<file path="config.mk">
export PLATFORM = sky130hd
export DESIGN_NAME = byte_lane_shifter
export DESIGN_NICKNAME = d
export VERILOG_FILES = /design/src/rtl/lane_shift_pkg.sv /design/src/rtl/lane_window.sv /design/src/rtl/lane_shift_ctrl.sv /design/src/rtl/lane_shift_datapath.sv /design/src/rtl/byte_lane_shifter.sv
export SDC_FILE = /design/constraint.sdc
export NUM_CORES = 1
export LEC_CHECK = 0
export ABC_AREA = 1
export BUFFER_PORTS_ARGS = -buffer_cell sky130_fd_sc_hd__buf_4
export CAP_MARGIN = 30
export CORE_MARGIN = 2
export CORE_UTILIZATION = 55
export DETAILED_ROUTE_END_ITERATION = 16
export HOLD_SLACK_MARGIN = 0.1
export PLACE_DENSITY_LB_ADDON = 0.2
export SLEW_MARGIN = 5
export SYNTH_ARGS = -nofsm -noshare
export SYNTH_HDL_FRONTEND = slang
export SYNTH_SLANG_ARGS = --single-unit
</file>
<file path="constraint.sdc">
create_clock -name clk -period 2.1 [get_ports clk]
set_clock_uncertainty 0.15 [all_clocks]
set_input_delay 0.63 -clock clk [delete_from_list [all_inputs] [get_ports clk]]
set_output_delay 0.63 -clock clk [all_outputs]
set_load 0.02 [all_outputs]
</file>
<file path="src/rtl/lane_shift_pkg.sv">
package lane_shift_pkg;

  // Strobes passed from control to datapath for one capture cycle
  typedef struct packed {
    logic capture;   // load the result register this edge
    logic goRight;   // direction of the captured operation
  } laneCtl_t;

endpackage

</file>
<file path="src/rtl/lane_window.sv">
// One lane: an 8-bit window taken out of a 16-bit neighbour pair
module lane_window #(
  parameter int LANE_W = 8,
  localparam int AMT_W = $clog2(LANE_W)
) (
  input  logic [LANE_W-1:0] curByte,
  input  logic [LANE_W-1:0] prevByte,   // lane i-1 (zero at lane 0)
  input  logic [LANE_W-1:0] nextByte,   // lane i+1 (zero at last lane)
  input  logic [AMT_W-1:0]  amt,
  input  logic              goRight,
  output logic [LANE_W-1:0] outByte
);

  logic [2*LANE_W-1:0] leftPair;
  logic [2*LANE_W-1:0] rightPair;
  logic [2*LANE_W-1:0] leftShifted;
  logic [2*LANE_W-1:0] rightShifted;

  always_comb begin
    leftPair     = {curByte, nextByte};
    rightPair    = {prevByte, curByte};
    leftShifted  = leftPair << amt;
    rightShifted = rightPair >> amt;
    if (goRight) outByte = rightShifted[LANE_W-1:0];
    else         outByte = leftShifted[2*LANE_W-1:LANE_W];
  end

endmodule

</file>
<file path="src/rtl/lane_shift_ctrl.sv">
// Control: turns the input strobe into datapath strobes and the valid flag
module lane_shift_ctrl
  import lane_shift_pkg::*;
(
  input  logic     clk,
  input  logic     rst,
  input  logic     inValid,
  input  logic     dirRight,
  output laneCtl_t ctl,
  output logic     outValid
);

  logic validReg;

  always_comb begin
    ctl.capture = inValid & ~rst;
    ctl.goRight = dirRight;
  end

  always_ff @(posedge clk) begin
    if (rst) validReg <= 1'b0;
    else     validReg <= inValid;
  end

  assign outValid = validReg;

endmodule

</file>
<file path="src/rtl/lane_shift_datapath.sv">
// Datapath: one window per lane plus the result register
module lane_shift_datapath
  import lane_shift_pkg::*;
#(
  parameter int LANES  = 16,
  parameter int LANE_W = 8,
  localparam int DW    = LANES * LANE_W,
  localparam int AMT_W = $clog2(LANE_W)
) (
  input  logic          clk,
  input  logic          rst,
  input  laneCtl_t      ctl,
  input  logic [DW-1:0] dataIn,
  input  logic [DW-1:0] shiftIn,
  output logic [DW-1:0] result
);

  logic [LANE_W-1:0] laneData [LANES];
  logic [AMT_W-1:0]  laneAmt  [LANES];
  logic [DW-1:0]     nextResult;
  logic [DW-1:0]     resReg;

  for (genvar g = 0; g < LANES; g++) begin : g_lane
    logic [LANE_W-1:0] prevB;
    logic [LANE_W-1:0] nextB;
    logic [LANE_W-1:0] laneOut;

    // big-endian lane numbering: lane 0 is the top byte
    assign laneData[g] = dataIn[DW-1-g*LANE_W -: LANE_W];
    assign laneAmt[g]  = shiftIn[DW-(g+1)*LANE_W +: AMT_W];

    if (g == 0) begin : g_first
      assign prevB = '0;
    end else begin : g_mid_p
      assign prevB = laneData[g-1];
    end

    if (g == LANES-1) begin : g_last
      assign nextB = '0;
    end else begin : g_mid_n
      assign nextB = laneData[g+1];
    end

    lane_window #(.LANE_W(LANE_W)) u_win (
      .curByte (laneData[g]),
      .prevByte(prevB),
      .nextByte(nextB),
      .amt     (laneAmt[g]),
      .goRight (ctl.goRight),
      .outByte (laneOut)
    );

    assign nextResult[DW-1-g*LANE_W -: LANE_W] = laneOut;
  end

  always_ff @(posedge clk) begin
    if (rst)              resReg <= '0;
    else if (ctl.capture) resReg <= nextResult;
  end

  assign result = resReg;

endmodule

</file>
<file path="src/rtl/byte_lane_shifter.sv">
// Thin top: control plus datapath
module byte_lane_shifter
  import lane_shift_pkg::*;
#(
  parameter int LANES  = 16,
  parameter int LANE_W = 8,
  localparam int DW    = LANES * LANE_W
) (
  input  logic          clk,
  input  logic          rst,
  input  logic          inValid,
  input  logic          dirRight,
  input  logic [DW-1:0] dataIn,
  input  logic [DW-1:0] shiftIn,
  output logic [DW-1:0] result,
  output logic          outValid
);

  laneCtl_t ctl;

  lane_shift_ctrl u_ctrl (
    .clk     (clk),
    .rst     (rst),
    .inValid (inValid),
    .dirRight(dirRight),
    .ctl     (ctl),
    .outValid(outValid)
  );

  lane_shift_datapath #(.LANES(LANES), .LANE_W(LANE_W)) u_dp (
    .clk    (clk),
    .rst    (rst),
    .ctl    (ctl),
    .dataIn (dataIn),
    .shiftIn(shiftIn),
    .result (result)
  );

endmodule

</file>
==> flow_summary.json <==
{
  "status": "finished, final reports clean",
  "syn_inst": 3171,
  "coreArea_um2": 29600,
  "die_x_um": 178,
  "avgViaCountPerCell": 6.24,
  "drive_gt1_share_pct": 14.0,
  "clockBufferDepth": 2,
  "cp-start-kind": "flip-flop",
  "worst_pin_slew_ns": 0.560,
  "die_h_um": 178,
  "fmax_ghz": 0.547,
  "cts_max_level": 4,
  "setup_tns_ns": 0,
  "max_stage_delay_ns": 0.43,
  "yosysSeqAreaShare_pct": 15.6,
  "area.sequential_um2": 2580,
  "p_comb_share_pct": 39.7,
  "ys_ff_latch": 129,
  "crit_chain": "buf_4",
  "cp.buffers_inverters": 1,
  "die-area_um2": 31500,
  "hold_class": "flip-flop to flip-flop",
  "ys_warn_count": 0,
  "synth.distinct_cells": 32,
  "critical_path.slowest_cell": "dfxtp_1",
  "vdd_drop_max_uv": 528,
  "relSlewSlack_pct": 62.6,
  "path_class": "flip-flop to primary output",
  "dp_hpwl_um": 43900,
  "grt_max_degree": 103,
  "multi_input_area_um2": 12100,
  "path_clk_slew_ns": 0.07,
  "drc": 0,
  "mostFrequentLayoutCell": "nand3_1",
  "grt_first_pass_wirelength_um": 101000,
  "antenna_cells": 0,
  "cp_max_fo": 2,
  "drtIter0Drc": 3491,
  "fill_cells": 2928,
  "cts.repair.resized": 0,
  "cts_setup_buffers": 0,
  "rsz0062_at_grt": "no",
  "cts_sinks": 129,
  "clk_latency_ns": 0.43,
  "initial_utilization_pct": 55.9,
  "power.leakage_nw": 9.89,
  "synthesis.nets": 3431,
  "place.port_buffers": 308,
  "min_period_ns": 1.83,
  "cts_buffers": 17,
  "critPathTopFamily": "flip-flops",
  "hold_violations": 0,
  "grt_usage_pct": 38.5,
  "wirelength_um": 62200,
  "switchingPower_mw": 4.02,
  "cts_tree": "yes",
  "required_ns": 1.32,
  "grt_pass1_vias": 20898,
  "finalSetupViolCount": 0,
  "power.density_nw_per_um2": 530,
  "ant_nets": 0,
  "swShare_pct": 38.9,
  "period_share_pct": 87.1,
  "cp-end-kind": "primary output",
  "intPower_mw": 6.32,
  "syn_area_per_cell_um2": 5.22,
  "gp_congestion": 0.968,
  "synth_area_um2": 16600,
  "firstDrtPassIters": 8,
  "area_growth_pct": 17.8,
  "drv_slew": 0,
  "cap_violations": 0,
  "final_util_pct": 65.8,
  "clkPwrFrac_pct": 33.8,
  "cts_root_buf": "clkbuf_16",
  "arrival_ns": 1.05,
  "wl_per_cell_um": 16.6,
  "p_seq_share_pct": 26.5,
  "ctsHoldBuffers": 0,
  "num_vias": 23356,
  "grt_overflow": 0,
  "antenna_found_initial": 0,
  "row_count": 63,
  "nets": 3600,
  "final_cell_mix": "nand3_1, nand2_1, buf_4",
  "pin_count": 389
}
[kinds of logic after synthesis]
logic type	Yosys count	synth area share [%]
simple gates	2434	65.2
compound gates	251	8.10
buf+inv	356	11.1
flops	129	15.6
mux	1	0.0604
[worst paths after layout]
kind              slack [ns]                          from                            to  cells past startpoint
setup reg to reg        1.19  u_dp.result[89]$_SDFFE_PP0P_  u_dp.result[89]$_SDFFE_PP0P_                      4
hold / removal          0.31  u_dp.result[60]$_SDFFE_PP0P_  u_dp.result[60]$_SDFFE_PP0P_                      2
hold reg to reg         0.31  u_dp.result[60]$_SDFFE_PP0P_  u_dp.result[60]$_SDFFE_PP0P_                      2
setup / recovery        0.27  u_dp.result[89]$_SDFFE_PP0P_                    result[89]                      1
[Yosys cell counts, drive strengths merged]
cell type  instances  share of area, %
a211o              1             0.053
a21boi             2             0.091
a21oi            118               3.6
a31oi              1             0.038
and2               6              0.23
buf              189               7.2
clkbuf            51               1.2
clkinv             6              0.14
dfxtp            129                16
inv              110               2.6
mux2i              1             0.060
nand2           1083                25
nand3           1262                38
nand4              7              0.26
nor2              71               1.7
nor3               2             0.060
o211ai            27               1.2
o21a               2             0.091
o21ai             99               3.0
o31ai              1             0.045
or2                3              0.11
[metrics by stage]
step,total power [mW],instances,instance area (um^2),hold WS (ns),setup slack (ns)
final,10.3,3742,19500,0.314,0.271
after global routing,10.9,3742,19500,0.333,0.250
after CTS,10.3,3742,19500,0.317,0.270
after detailed placement,6.79,3711,18800,0.307,0.110
after global placement,6.72,3711,18800,0.302,0.143
after floorplan,5.46,3171,16600,0.390,0.391
[per-layer routing]
metal | vias to the layer above | GRT usage [%] | routed length [um]
met5 | - | 0 | 0
met4 | 0 | 18.4 | 2900
met3 | 285 | 8.23 | 7250
met2 | 1570 | 62.0 | 27900
met1 | 10311 | 48.7 | 24200
li1 | 11190 | - | -
[power by group through the flow]
stage	combinational, mW	clock [mW]	sequential, mW
after global routing	4.54	3.61	2.76
final	4.10	3.50	2.74
after detailed placement	4.00	0	2.79
after CTS	4.02	3.51	2.74
after global placement	3.94	0	2.78
after floorplan	2.49	0	2.97
[registers in the layout, summed over array words and instances (netlist names)]
| signal | flops |
|---|---|
| u_dp.result | 128 |
| u_ctrl.outValid | 1 |
[area by class of cell]
class / count / share of cell area, %
inverters: 116 / 2.37
multi-input cells: 2686 / 62.2
clock buffers: 20 / 2.39
repair buffers: 390 / 16.2
clock inverters: 11 / 1.03
well taps: 390 / 2.50
flip-flops and latches: 129 / 13.2
No activity file was read; power rests on OpenSTA's default activity.
